`src/rtl/i2c_tx_pkg.sv`:
```
package i2c_tx_pkg;

    typedef enum logic [3:0] {
        ST_IDLE,
        ST_START,
        ST_BIT_LO,
        ST_BIT_HI,
        ST_ACK_LO,
        ST_ACK_HI,
        ST_PARK,
        ST_STOP_LO,
        ST_STOP_HI,
        ST_STOP_REL
    } txm_state_e;

    // States whose length is counted against SCL actually reading high
    function automatic logic is_high_phase(txm_state_e s);
        return (s inside {ST_START, ST_BIT_HI, ST_ACK_HI, ST_STOP_HI, ST_STOP_REL});
    endfunction

    // States whose length is a plain low-time count
    function automatic logic is_low_phase(txm_state_e s);
        return (s inside {ST_BIT_LO, ST_ACK_LO, ST_STOP_LO});
    endfunction

    // States in which the engine drives SCL low
    function automatic logic holds_scl_low(txm_state_e s);
        return (s inside {ST_BIT_LO, ST_ACK_LO, ST_PARK, ST_STOP_LO});
    endfunction

endpackage

```
`src/rtl/i2c_phase_timer.sv`:
```
module i2c_phase_timer #(
    parameter int CNT_W = 16
) (
    input  logic             clk,
    input  logic             rst_n,
    input  logic             run,
    input  logic             clear,
    input  logic [CNT_W-1:0] limit,
    output logic             expired
);
    localparam logic [CNT_W-1:0] MIN_LIM = CNT_W'(2);
    localparam logic [CNT_W-1:0] ONE     = CNT_W'(1);

    logic [CNT_W-1:0] cnt;
    logic [CNT_W-1:0] lim_eff;

    assign lim_eff = (limit < MIN_LIM) ? MIN_LIM : limit;
    // ">=" keeps a limit lowered mid-phase from running the counter around
    assign expired = run && !clear && (cnt >= (lim_eff - ONE));

    always_ff @(posedge clk or negedge rst_n) begin
        if (!rst_n) begin
            cnt <= '0;
        end else if (clear || expired) begin
            cnt <= '0;
        end else if (run) begin
            cnt <= cnt + ONE;
        end
    end

endmodule

```
`src/rtl/i2c_tx_shifter.sv`:
```
module i2c_tx_shifter #(
    parameter int DATA_W = 8
) (
    input  logic              clk,
    input  logic              rst_n,
    input  logic              load,
    input  logic [DATA_W-1:0] load_data,
    input  logic              shift,
    output logic              msb,
    output logic              last_bit
);
    localparam int               IDX_W    = (DATA_W > 1) ? $clog2(DATA_W) : 1;
    localparam logic [IDX_W-1:0] LAST_IDX = IDX_W'(DATA_W - 1);

    logic [DATA_W-1:0] sreg;
    logic [IDX_W-1:0]  idx;

    assign msb      = sreg[DATA_W-1];
    assign last_bit = (idx == LAST_IDX);

    always_ff @(posedge clk or negedge rst_n) begin
        if (!rst_n) begin
            sreg <= '0;
            idx  <= '0;
        end else if (load) begin
            sreg <= load_data;
            idx  <= '0;
        end else if (shift) begin
            sreg <= {sreg[DATA_W-2:0], 1'b0};
            idx  <= last_bit ? '0 : idx + IDX_W'(1);
        end
    end

endmodule

```
`src/rtl/i2c_tx_master.sv`:
```
module i2c_tx_master
    import i2c_tx_pkg::*;
#(
    parameter int DATA_W = 8,
    parameter int DIV_W  = 16
) (
    input  logic              clk,
    input  logic              rst_n,
    input  logic [DIV_W-1:0]  div_hi,
    input  logic [DIV_W-1:0]  div_lo,
    input  logic              host_wr,
    input  logic [DATA_W-1:0] host_wdata,
    input  logic              cmd_start,
    input  logic              cmd_stop,
    input  logic              scl_in,
    input  logic              sda_in,
    output logic              scl_drive_low,
    output logic              sda_drive_low,
    output logic              ack_seen,
    output logic              irq,
    output logic              busy
);

    txm_state_e state, nxt;

    logic             in_high, in_low;
    logic             tmr_run, tmr_clear, tmr_expired;
    logic [DIV_W-1:0] tmr_limit;
    logic             wr_accept, shift_en;
    logic             tx_msb, tx_last;
    logic             scl_q, sda_q, irq_q, ack_q;

    assign in_high   = is_high_phase(state);
    assign in_low    = is_low_phase(state);
    assign tmr_run   = in_high || in_low;
    assign tmr_clear = in_high && !scl_in;
    assign tmr_limit = in_high ? div_hi : div_lo;

    // Stop has priority over a write arriving in the same park cycle
    assign wr_accept = host_wr &&
                       ((state == ST_IDLE) || ((state == ST_PARK) && !cmd_stop));
    assign shift_en  = (state == ST_BIT_HI) && tmr_expired;

    i2c_phase_timer #(.CNT_W(DIV_W)) u_timer (
        .clk     (clk),
        .rst_n   (rst_n),
        .run     (tmr_run),
        .clear   (tmr_clear),
        .limit   (tmr_limit),
        .expired (tmr_expired)
    );

    i2c_tx_shifter #(.DATA_W(DATA_W)) u_shifter (
        .clk       (clk),
        .rst_n     (rst_n),
        .load      (wr_accept),
        .load_data (host_wdata),
        .shift     (shift_en),
        .msb       (tx_msb),
        .last_bit  (tx_last)
    );

    // Next-state logic
    always_comb begin
        nxt = state;
        unique case (state)
            ST_IDLE:     if (cmd_start)   nxt = ST_START;
            ST_START:    if (tmr_expired) nxt = ST_BIT_LO;
            ST_BIT_LO:   if (tmr_expired) nxt = ST_BIT_HI;
            ST_BIT_HI:   if (tmr_expired) nxt = tx_last ? ST_ACK_LO : ST_BIT_LO;
            ST_ACK_LO:   if (tmr_expired) nxt = ST_ACK_HI;
            ST_ACK_HI:   if (tmr_expired) nxt = ST_PARK;
            ST_PARK: begin
                if (cmd_stop)     nxt = ST_STOP_LO;
                else if (host_wr) nxt = ST_BIT_LO;
            end
            ST_STOP_LO:  if (tmr_expired) nxt = ST_STOP_HI;
            ST_STOP_HI:  if (tmr_expired) nxt = ST_STOP_REL;
            ST_STOP_REL: if (tmr_expired) nxt = ST_IDLE;
            default:                      nxt = ST_IDLE;
        endcase
    end

    // State register
    always_ff @(posedge clk or negedge rst_n) begin
        if (!rst_n) state <= ST_IDLE;
        else        state <= nxt;
    end

    // Registered outputs
    always_ff @(posedge clk or negedge rst_n) begin
        if (!rst_n) begin
            scl_q <= 1'b0;
            sda_q <= 1'b0;
            irq_q <= 1'b0;
            ack_q <= 1'b0;
        end else begin
            scl_q <= holds_scl_low(nxt);
            irq_q <= (state == ST_ACK_HI) && tmr_expired;

            if ((state == ST_ACK_HI) && tmr_expired) ack_q <= !sda_in;
            else if (wr_accept)                      ack_q <= 1'b0;

            // SDA is updated from the current state, one cycle after SCL falls
            unique case (state)
                ST_IDLE:     sda_q <= 1'b0;
                ST_START:    sda_q <= 1'b1;
                ST_BIT_LO:   sda_q <= !tx_msb;
                ST_ACK_LO:   sda_q <= 1'b0;
                ST_STOP_LO:  sda_q <= 1'b1;
                ST_STOP_REL: sda_q <= 1'b0;
                default:     sda_q <= sda_q;
            endcase
        end
    end

    assign scl_drive_low = scl_q;
    assign sda_drive_low = sda_q;
    assign irq           = irq_q;
    assign ack_seen      = ack_q;
    assign busy          = (state != ST_IDLE);

    // Checks kept next to the logic they guard
    AST_SDA_QUIET_HIGH: assert property (@(posedge clk) disable iff (!rst_n)
        (!scl_drive_low && $past(!scl_drive_low) &&
         (state inside {ST_BIT_HI, ST_ACK_HI, ST_STOP_HI})) |-> $stable(sda_drive_low));

    AST_HIGH_SEEN: assert property (@(posedge clk) disable iff (!rst_n)
        (in_high && tmr_expired) |-> scl_in);

    AST_IRQ_SINGLE: assert property (@(posedge clk) disable iff (!rst_n)
        irq |=> !irq);

    AST_IRQ_IN_PARK: assert property (@(posedge clk) disable iff (!rst_n)
        irq |-> ((state == ST_PARK) && scl_drive_low));

    AST_PARK_WAITS: assert property (@(posedge clk) disable iff (!rst_n)
        ((state == ST_PARK) && !host_wr && !cmd_stop) |=> ((state == ST_PARK) && scl_drive_low));

    AST_ACK_CLEARED: assert property (@(posedge clk) disable iff (!rst_n)
        ((state == ST_PARK) && host_wr && !cmd_stop) |=> !ack_seen);

    AST_STOP_WINS: assert property (@(posedge clk) disable iff (!rst_n)
        ((state == ST_PARK) && cmd_stop) |=> ((state == ST_STOP_LO) && $stable(ack_seen)));

endmodule

```
`config.mk`:
```
export PLATFORM = sky130hd
export DESIGN_NAME = i2c_tx_master
export DESIGN_NICKNAME = d
export VERILOG_FILES = /design/src/rtl/i2c_tx_pkg.sv /design/src/rtl/i2c_phase_timer.sv /design/src/rtl/i2c_tx_shifter.sv /design/src/rtl/i2c_tx_master.sv
export SDC_FILE = /design/constraint.sdc
export NUM_CORES = 1
export LEC_CHECK = 0
export ABC_AREA = 1
export BUFFER_PORTS_ARGS = -buffer_cell sky130_fd_sc_hd__buf_2
export CORE_AREA = 2 2 92 94
export CTS_CLUSTER_SIZE = 25
export DETAILED_ROUTE_END_ITERATION = 8
export DIE_AREA = 0 0 94 96
export GPL_TIMING_DRIVEN = 0
export PLACE_DENSITY = 0.66
export SYNTH_ARGS = -nofsm -noshare
export SYNTH_HDL_FRONTEND = slang
export SYNTH_SLANG_ARGS = --single-unit
export TNS_END_PERCENT = 1
```
`constraint.sdc`:
```
create_clock -name clk -period 6.15 [get_ports clk]
set_input_delay 0.615 -clock clk [delete_from_list [all_inputs] [get_ports clk]]
set_output_delay 0.615 -clock clk [all_outputs]
set_load 0.01 [all_outputs]
```
==> results of run 1 <==
[area by class of cell]
| type | instances | area, um^2 | share of cell area, % |
|---|---|---|---|
| inverter | 79 | 297 | 8.25 |
| multi-input combinational | 342 | 1860 | 51.7 |
| tap | 105 | 131 | 3.65 |
| clock buffer | 7 | 86.3 | 2.40 |
| timing repair buffer | 51 | 255 | 7.10 |
| buffer | 7 | 78.8 | 2.19 |
| sequential | 35 | 876 | 24.4 |
| clock inverter | 1 | 8.76 | 0.244 |
| antenna | 1 | 2.50 | 0.0696 |
[registers in the layout, summed over array words and instances (netlist names)]
signal and flops:
sda_drive_low 1, u_shifter.sreg 8, irq 1, u_timer.cnt 16, state 4, ack_seen 1, scl_drive_low 1, u_shifter.idx 3
[placed cells by master (no fill, tap or decap), types with 3 or more instances in the layout]
| cell type | n |
|---|---|
| buf_2 | 53 |
| nand2_2 | 5 |
| ha_1 | 20 |
| nand3_1 | 21 |
| a21oi_1 | 14 |
| inv_1 | 77 |
| o21ai_1 | 6 |
| clkbuf_8 | 6 |
| nand4_1 | 11 |
| nor2_2 | 11 |
| buf_6 | 3 |
| o211ai_1 | 3 |
| o21ai_0 | 20 |
| dfrtp_1 | 35 |
| nor2_1 | 62 |
| xor2_1 | 14 |
| nand2_1 | 116 |
| o21ai_2 | 6 |
| nor3_1 | 9 |
| nand3_2 | 4 |
[per-layer routing]
| layer | wire length (um) | track usage [%] | vias to the layer above |
|---|---|---|---|
| li1 | - | - | 1595 |
| met1 | 3500 | 22.9 | 1375 |
| met5 | 0 | 0 | - |
| met3 | 475 | 4.31 | 9 |
| met2 | 3630 | 31.2 | 87 |
| met4 | 85 | 5.07 | 0 |
[logic make-up (layout without fill, tap and decap cells)]
logic type,count (synthesis),after routing,synth area share [%]
simple gates,246,246,35.5
buf+inv,86,145,12.1
compound gates,60,60,11.7
flops,35,35,28.2
fa+ha+maj,20,20,8.05
xor+xnor,15,15,4.22
mux,1,1,0.362
other cells,0,1,0
[critical path, delay by kind of cell, from the launching register on]
| family | cells | cell delay, ns |
|---|---|---|
| buffers and inverters | 4 | 0.40 |
| adder cells (fa/ha/maj) | 2 | 0.45 |
| AO/OA/AOI/OAI | 4 | 0.39 |
| XOR/XNOR | 1 | 0.20 |
| AND/OR/NAND/NOR | 19 | 2.74 |
| flip-flops | 1 | 0.46 |
[power by group through the flow]
stage / Sequential [mW] / Combinational, mW / Clock [mW]
after floorplan: 0.294 / 0.583 / 0
after global placement: 0.298 / 0.744 / 0
after detailed placement: 0.302 / 0.754 / 0
after CTS: 0.297 / 0.757 / 0.186
after global routing: 0.302 / 0.859 / 0.194
final: 0.297 / 0.751 / 0.181
[final timing paths]
kind                                                 to  slack, ns
setup / recovery                scl_drive_low$_DFF_PN0_       1.43
hold / removal                            irq$_DFF_PN0_       0.40
setup reg to reg                scl_drive_low$_DFF_PN0_       1.43
hold reg to reg            u_shifter.idx[0]$_DFFE_PN0P_       0.50
max in group asynchronous    u_timer.cnt[5]$_DFFE_PN0P_       5.25
min in group clk           u_shifter.idx[0]$_DFFE_PN0P_       0.50
==> out/summary.txt, run 1 <==
Reg clk slew, reported paths: 0.08 ns
Synth Register Bits: 35
Vias per cell: 4.88
Largest area contributor in the netlist: dfrtp_1
Critical path arrival: 4.94 ns
Crit. End Element: register
Post-CTS Setup Bufs: 0
Post-synth EDFFs: 0
GRT Util Overall: 18.2%
Pre-CTS setup slack: 1.45 ns
F_max: 0.212 GHz
Final HPWL DP: 6360 um
Io pins: 52
Leakage: 1.94 nW
Area growth from synthesis to layout: 15.6%
Vias in the first global route: 2897
Status: finished, final reports clean
Inst Count DP: 619
Worst r2r src: state[1]$_DFF_PN0_
CTS sink cnt: 35
Worst setup SP type: register
Min Tclk post-route: 4.72 ns
Die Width: 94 um
Pwr Total: 1.23 mW
Hold-fix buffers, CTS: 0
Most frequent cell after synthesis: nand2_1
Worst hold slack: 0.398 ns
Final instance area: 3590 um^2
Post-synthesis cell type count: 37
Most frequent CP cell: nand2_1
Tcrit/Tclk final: 76.8%
Fin. max-slew vios: 0
Placed Area: 3500 um^2
Pin count of the biggest net entering global routing: 36
Synth cell count leaders: 116 x nand2_1, 77 x inv_1, 62 x nor2_1
Seq pwr share: 24.2%
CP max stage delay: 0.46 ns
Core area: 8050 um^2
Layout Utilization: 44.6%
Drt wl/cell: 12.3 um
CP max FO: 10
Yosys Warn Count: 0
Top cell type's share of synthesized area: 28.2%
Gr ovfl total: 0
# rows: 33
VDD IR max: 0.136 mV
Antenna-violating nets left: 0
Sequential-to-total area share from yosys stat: 28.2%
Gpl congestion: 0.886
Root buf cell: clkbuf_8
Avg Cell Area, Syn: 6.72 um^2
Post-Layout Cell Count: 628
Power share of the combinational group: 61.1%
Setup violations, final: 0
Area of the die: 9020 um^2
Net Switching: 595 uW
Fin. Hold Viols: 0
Number of max-cap violations: 0
Layout cells sized above 1: 19.2%
TritonCTS clock tree: yes
Nets: 588
Pwr/cell area: 342 nW/um^2
Die Ht: 96 um
Fillcell total: 841
Sw Ratio: 48.4%
Worst Slack Setup Final: 1.43 ns
Syn_nets: 530
Rel. slew slack: 47.7%
Initial antenna violation count: 1
CP max-delay cell: dfrtp_1
Post-CTS resize count: 0
TritonRoute pass-1 iters: 4
Ys flop type: dfrtp_1
Total wire length: 7700 um
Tightest Pin Transition: 0.785 ns
Initial DRC Count: 94
Max clock buf depth: 2
Setup TNS: 0 ns
Gate Count Post-Synth: 463
DRC violations left: 0
Async set-reset flop share out of synthesis: 100%
CP Launch Point: state[1]$_DFF_PN0_
Global-route wire length before repair: 13000 um
Ranking of synthesized cells by area: dfrtp_1 28%, nand2_1 14%, inv_1 9.3%
H-Tree Depth: 2
RSZ-0062 raised after global routing: false
Internal: 635 uW
Worst r2r path cells: 30
Mapped Area: 3110 um^2
PortBufs: 51
Worst EP required: 6.37 ns
Vias: 3066
CTS buffer count: 5
Clk network pwr share: 14.8%
Worst Setup Path Type: register to register
Starting density of the core: 38.6%
Clock latency on the worst-skew pair: 0.29 ns
Hold Path Class: primary input to asynchronous set/reset pin
Worst Skew: 0.0103 ns
(Power assumes the default switching activity.)
==> run 2, diff against run 1 <==
Settings changed: PLACE_DENSITY 0.66 to 0.68.
Clock period 6.15 ns to 3.9 ns, I/O delays scaled along.
==> run 2 against run 1 <==
  * Via count rose by 7.8%
  * Power is 110% higher
  * Sequential cell count stayed put
  * Routed wire length up 13%
  * Clock power grew 90%
  * The flow now finishes with violations (negative setup slack)
  * Setup slack lost 1.7 ns
  * Die area unchanged
  * Register-to-register slack lost 1.7 ns
  * Count of clock-buffer cells in the layout decreased by 1
  * Design area is 20% higher
  * Largest cell class unchanged
  * Clock skew about the same
==> out/summary.txt, run 2 (synthesized netlist as in run 1, its figures left out) <==
Total wire length: 8720 um
Most common cell after layout, fill and taps aside: nand2_1
Most frequent CP cell: nand2_2
Crit. End Element: register
Worst Skew: 0.0101 ns
Initial antenna violation count: 0
CTS sink cnt: 35
Violated checks: negative setup slack
Setup violations, final: 33
Area of the die: 9020 um^2
Reg clk slew, reported paths: 0.08 ns
Gpl congestion: 0.938
GRT Util Overall: 19.3%
Root buf cell: clkbuf_8
Vias in the first global route: 3107
Largest register FFs: 16
Area growth from synthesis to layout: 38.3%
Status: finished, violations left
Fillcell total: 743
Tightest Pin Transition: 0.801 ns
Die Width: 94 um
PortBufs: 51
Most frequent cells in the layout: 92 x nand2_1, 69 x inv_1, 51 x buf_2
Fin. max-slew vios: 0
Core area: 8050 um^2
CTS buffer count: 5
Global-route wire length before repair: 14000 um
Max clock buf depth: 2
H-Tree Depth: 2
Worst Slack Setup Final: -0.250 ns
Worst EP required: 4.09 ns
Die Ht: 96 um
CP max-delay cell: dfrtp_2
Worst Setup Path Type: register to register
Number of max-cap violations: 0
DRC violations left: 0
Worst setup SP type: register
Io pins: 52
Critical path arrival: 4.34 ns
VDD IR max: 0.287 mV
Top flop regs: u_timer.cnt (16), u_shifter.sreg (8), state (4)
Vias per cell: 5.00
Register with the most flip-flops: u_timer.cnt
Gr ovfl total: 0
Final instance area: 4300 um^2
CP max FO: 10
TritonCTS clock tree: yes
Antenna-violating nets left: 0
RSZ-0062 raised after global routing: true
Hold Path Class: primary input to asynchronous set/reset pin
Starting density of the core: 38.6%
F_max: 0.241 GHz
Antenna diodes: 0
Final HPWL DP: 6230 um
Vias: 3304
# rows: 33
Rel. slew slack: 46.6%
Initial DRC Count: 134
Worst hold slack: 0.181 ns
Tcrit/Tclk final: 106%
Pin count of the biggest net entering global routing: 36
CP max stage delay: 0.48 ns
Drt wl/cell: 13.2 um
Fin. Hold Viols: 0
Setup TNS: -4.12 ns
Min Tclk post-route: 4.15 ns
Leakage: 2.20 nW
TritonRoute pass-1 iters: 4
Hold-fix buffers, CTS: 0
Placed Area: 3500 um^2
Pwr/cell area: 600 nW/um^2
Clock latency on the worst-skew pair: 0.29 ns
Layout cells sized above 1: 37.4%
Nets: 622
-- run 2: cell count changes in the layout (fill, tap and decap cells not counted), moves of 7 or more --
cell	delta
buf_4	+31
nand2_1	-24
nand2_2	+19
nor2_1	-16
nor2_4	+10
inv_1	-8
inv_2	+7
-- run 2: critical path, delay by kind of cell, from the launching register on --
family | cells | cell delay [ns]
AND/OR/NAND/NOR | 18 | 1.84
buffers and inverters | 8 | 0.74
flip-flops | 1 | 0.48
adder cells (fa/ha/maj) | 2 | 0.41
AO/OA/AOI/OAI | 3 | 0.39
XOR/XNOR | 1 | 0.19
-- run 2: cell type report --
type / count / area [um^2] / share of cell area [%]
Buffer: 7 / 109 / 2.53
Clock buffer: 6 / 82.6 / 1.92
Clock inverter: 2 / 35.0 / 0.814
Inverter: 79 / 299 / 6.95
Multi-Input combinational cell: 342 / 2210 / 51.5
Sequential cell: 35 / 880 / 20.4
Tap cell: 105 / 131 / 3.05
Timing Repair Buffer: 85 / 552 / 12.8
-- run 2: repair_timing --
| action | in CTS | in global routing |
|---|---|---|
| gates cloned | 1 | 0 |
| resized for setup | 44 | 69 |
| setup buffers | 17 | 16 |
| setup endpoints to repair | 34 | 34 |
| pin swaps | 24 | 36 |
-- run 2: through the flow --
step                      cells  power (mW)  setup WS, ns  util, %
after floorplan             463        1.38         0.104        -
after global placement      619        1.63        -0.743     43.4
after detailed placement    619        1.66        -0.792     43.4
after CTS                   645        2.25        -0.269     48.6
after global routing        661        2.79        -0.512     53.4
final                       661        2.58        -0.250     53.4
-- run 2: path summary, 6_finish.rpt --
path                                         startpoint  cells after the start                            to  slack, ns
min in group clk                                 sda_in                      2          ack_seen$_DFFE_PN0P_       0.28
hold / removal                                    rst_n                      1          ack_seen$_DFFE_PN0P_       0.18
setup / recovery                     state[1]$_DFF_PN0_                     32            state[0]$_DFF_PN0_      -0.25
hold reg to reg            u_shifter.idx[0]$_DFFE_PN0P_                      1  u_shifter.idx[0]$_DFFE_PN0P_       0.49
max in group asynchronous                         rst_n                      1            state[2]$_DFF_PN0_       3.17
setup reg to reg                     state[1]$_DFF_PN0_                     32            state[0]$_DFF_PN0_      -0.25
-- run 2: routing by layer --
metal  vias to the layer above  global-route usage, %  wire [um]
li1                       1660                      -          -
met3                        18                   3.76        516
met5                         -                      0          0
met1                      1526                   24.5       3740
met4                         0                   5.19        154
met2                       100                   33.8       4310
-- run 2: power by group --
part           leakage (nW)  switching [mW]  internal, mW  total, mW
registers             0.457          0.0483         0.427      0.475
clock network        0.0612           0.136         0.207      0.343
logic                  1.68           0.981         0.785       1.77
total                  2.20            1.17          1.42       2.58
==> run 3, diff against run 2 <==
Settings changed: CELL_PAD_IN_SITES_DETAIL_PLACEMENT set to 1, CELL_PAD_IN_SITES_GLOBAL_PLACEMENT set to 1, CORE_AREA 2 2 92 94 to 2 2 95 97, DIE_AREA 0 0 94 96 to 0 0 97 99, PLACE_DENSITY 0.68 to 0.84, RECOVER_POWER set to 50.
==> run 3 against run 2 <==
  * The run ends with max-capacitance violations, max-slew violations, negative setup slack left
  * Worst hold slack gained 0.062 ns
  * Register-to-register slack lost 0.54 ns
  * Critical path type unchanged
  * Largest cell class unchanged
  * Largest power group unchanged
  * Core utilization grew 0.93 points
  * Critical endpoint is now scl_drive_low$_DFF_PN0_
==> out/summary.txt, run 3 (synthesized netlist as in run 1, its figures left out) <==
Status: finished, violations left
Violated checks: max-capacitance violations, max-slew violations, negative setup slack
DRC violations left: 0
Initial antenna violation count: 0
Most frequent CP cell: nor2_4
CP max FO: 4
Worst setup SP type: register
Io pins: 52
Die Ht: 99 um
RSZ-0062 raised after global routing: true
Drt wl/cell: 21.2 um
Leakage: 2.41 nW
Critical path arrival: 4.90 ns
Number of max-cap violations: 1
CP max stage delay: 0.48 ns
Min Tclk post-route: 4.69 ns
TritonRoute pass-1 iters: 5
CTS buffer count: 5
Worst Setup Path Type: register to register
Core area: 8550 um^2
Tightest Pin Transition: 1.99 ns
Area of the multi-input gates: 2210 um^2
Register with the most flip-flops: u_timer.cnt
Worst Slack Setup Final: -0.788 ns
Rel. slew slack: -32.7%
Crit. End Element: register
Inst Count DP: 622
Fin. max-slew vios: 36
F_max: 0.213 GHz
Worst hold slack: 0.243 ns
Max clock buf depth: 2
Gr ovfl total: 0
Total wire length: 15000 um
FF+latch area: 880 um^2
Vias per cell: 5.59
# rows: 34
Final HPWL DP: 6860 um
Vias in the first global route: 3765
Fin. Hold Viols: 0
Layout Utilization: 54.4%
Most frequent cells in the layout: 91 x nand2_1, 71 x buf_4, 68 x inv_1
Pwr Total: 3.12 mW
Post-Layout Cell Count: 709
Pin count of the biggest net entering global routing: 36
Clock latency on the worst-skew pair: 0.31 ns
Antenna diodes: 0
Hold-fix buffers, CTS: 0
Vias: 3961
Pwr/cell area: 672 nW/um^2
Hold Path Class: primary input to register
Setup TNS: -20.74 ns
H-Tree Depth: 2
Fillcell total: 1104
Antenna-violating nets left: 0
Root buf cell: clkbuf_8
Global-route wire length before repair: 17600 um
TritonCTS clock tree: yes
Tcrit/Tclk final: 120%
PortBufs: 51
GRT Util Overall: 22.4%
Area of the die: 9600 um^2
Nets: 667
Die Width: 97 um
Gpl congestion: 0.860
Setup violations, final: 34
Area growth from synthesis to layout: 49.5%
Worst EP required: 4.11 ns
Worst Skew: 0.0121 ns
Top flop regs: u_timer.cnt (16), u_shifter.sreg (8), state (4)
Layout cells sized above 1: 40.6%
Largest register FFs: 16
Starting density of the core: 36.4%
Most common cell after layout, fill and taps aside: nand2_1
Reg clk slew, reported paths: 0.09 ns
Initial DRC Count: 175
CTS sink cnt: 35
CP max-delay cell: dfrtp_2
VDD IR max: 0.311 mV
==> run 3: changes by cell type in the layout (fill, tap and decap cells not counted), moves of 3 or more <==
cell     delta
buf_12      -3
buf_4      +40
buf_6       +4
nand2_2     -5
nand2_4     +5
nor2_1      +3
nor2_2      -3
o21ai_1     +3
o21ai_2     -3
==> run 3: through the flow <==
stage,worst slack (ns),cell area [um^2]
global placement,-0.642,3500
detailed placement,-0.808,3500
CTS,-0.170,4220
floorplan,0.104,3110
finish,-0.788,4650
global route,-0.921,4650
==> run 3: where the power goes <==
group          switching, mW  internal, mW
Sequential            0.0583         0.426
Clock                  0.157         0.144
Combinational           1.30          1.03
==> run 3: worst paths after layout <==
path	to	start	slack [ns]	cells after the start
min in group asynchronous	u_timer.cnt[14]$_DFFE_PN0P_	rst_n	0.64	1
max in group asynchronous	state[2]$_DFF_PN0_	rst_n	1.98	1
hold / removal	ack_seen$_DFFE_PN0P_	sda_in	0.24	2
setup / recovery	scl_drive_low$_DFF_PN0_	state[0]$_DFF_PN0_	-0.79	31
hold reg to reg	ack_seen$_DFFE_PN0P_	ack_seen$_DFFE_PN0P_	0.53	2
setup reg to reg	scl_drive_low$_DFF_PN0_	state[0]$_DFF_PN0_	-0.79	31
==> run 3: critical path, delay by kind of cell, from the launching register on <==
kind | cells | cell delay [ns]
buf+inv | 5 | 0.59
fa+ha+maj | 2 | 0.49
flops | 1 | 0.48
xor+xnor | 1 | 0.16
compound gates | 2 | 0.32
simple gates | 21 | 2.53
==> run 3: timing repair <==
item                                    4_1_cts  5_1_grt
endpoints found under the hold margin         0        0
gates resized for setup                      61       63
endpoints found under the setup margin       34       34
setup buffers                                50       28
cloned                                        2        1
pin swaps                                    39       43
==> run 3: cell type report <==
type | instances | area share [%]
inverter | 79 | 6.54
multi-input combinational | 342 | 47.5
tap | 108 | 2.91
sequential | 35 | 18.9
buffer | 6 | 1.80
clock inverter | 2 | 0.350
clock buffer | 6 | 1.78
timing repair buffer | 131 | 20.2
==> run 3: routing by layer <==
layer	track usage [%]	part of all wire [%]	up-vias
met1	26.2	35	1924
met2	42.0	52	192
met4	7.15	7.8	0
li1	-	-	1748
met3	3.48	4.6	97
met5	0	0	-
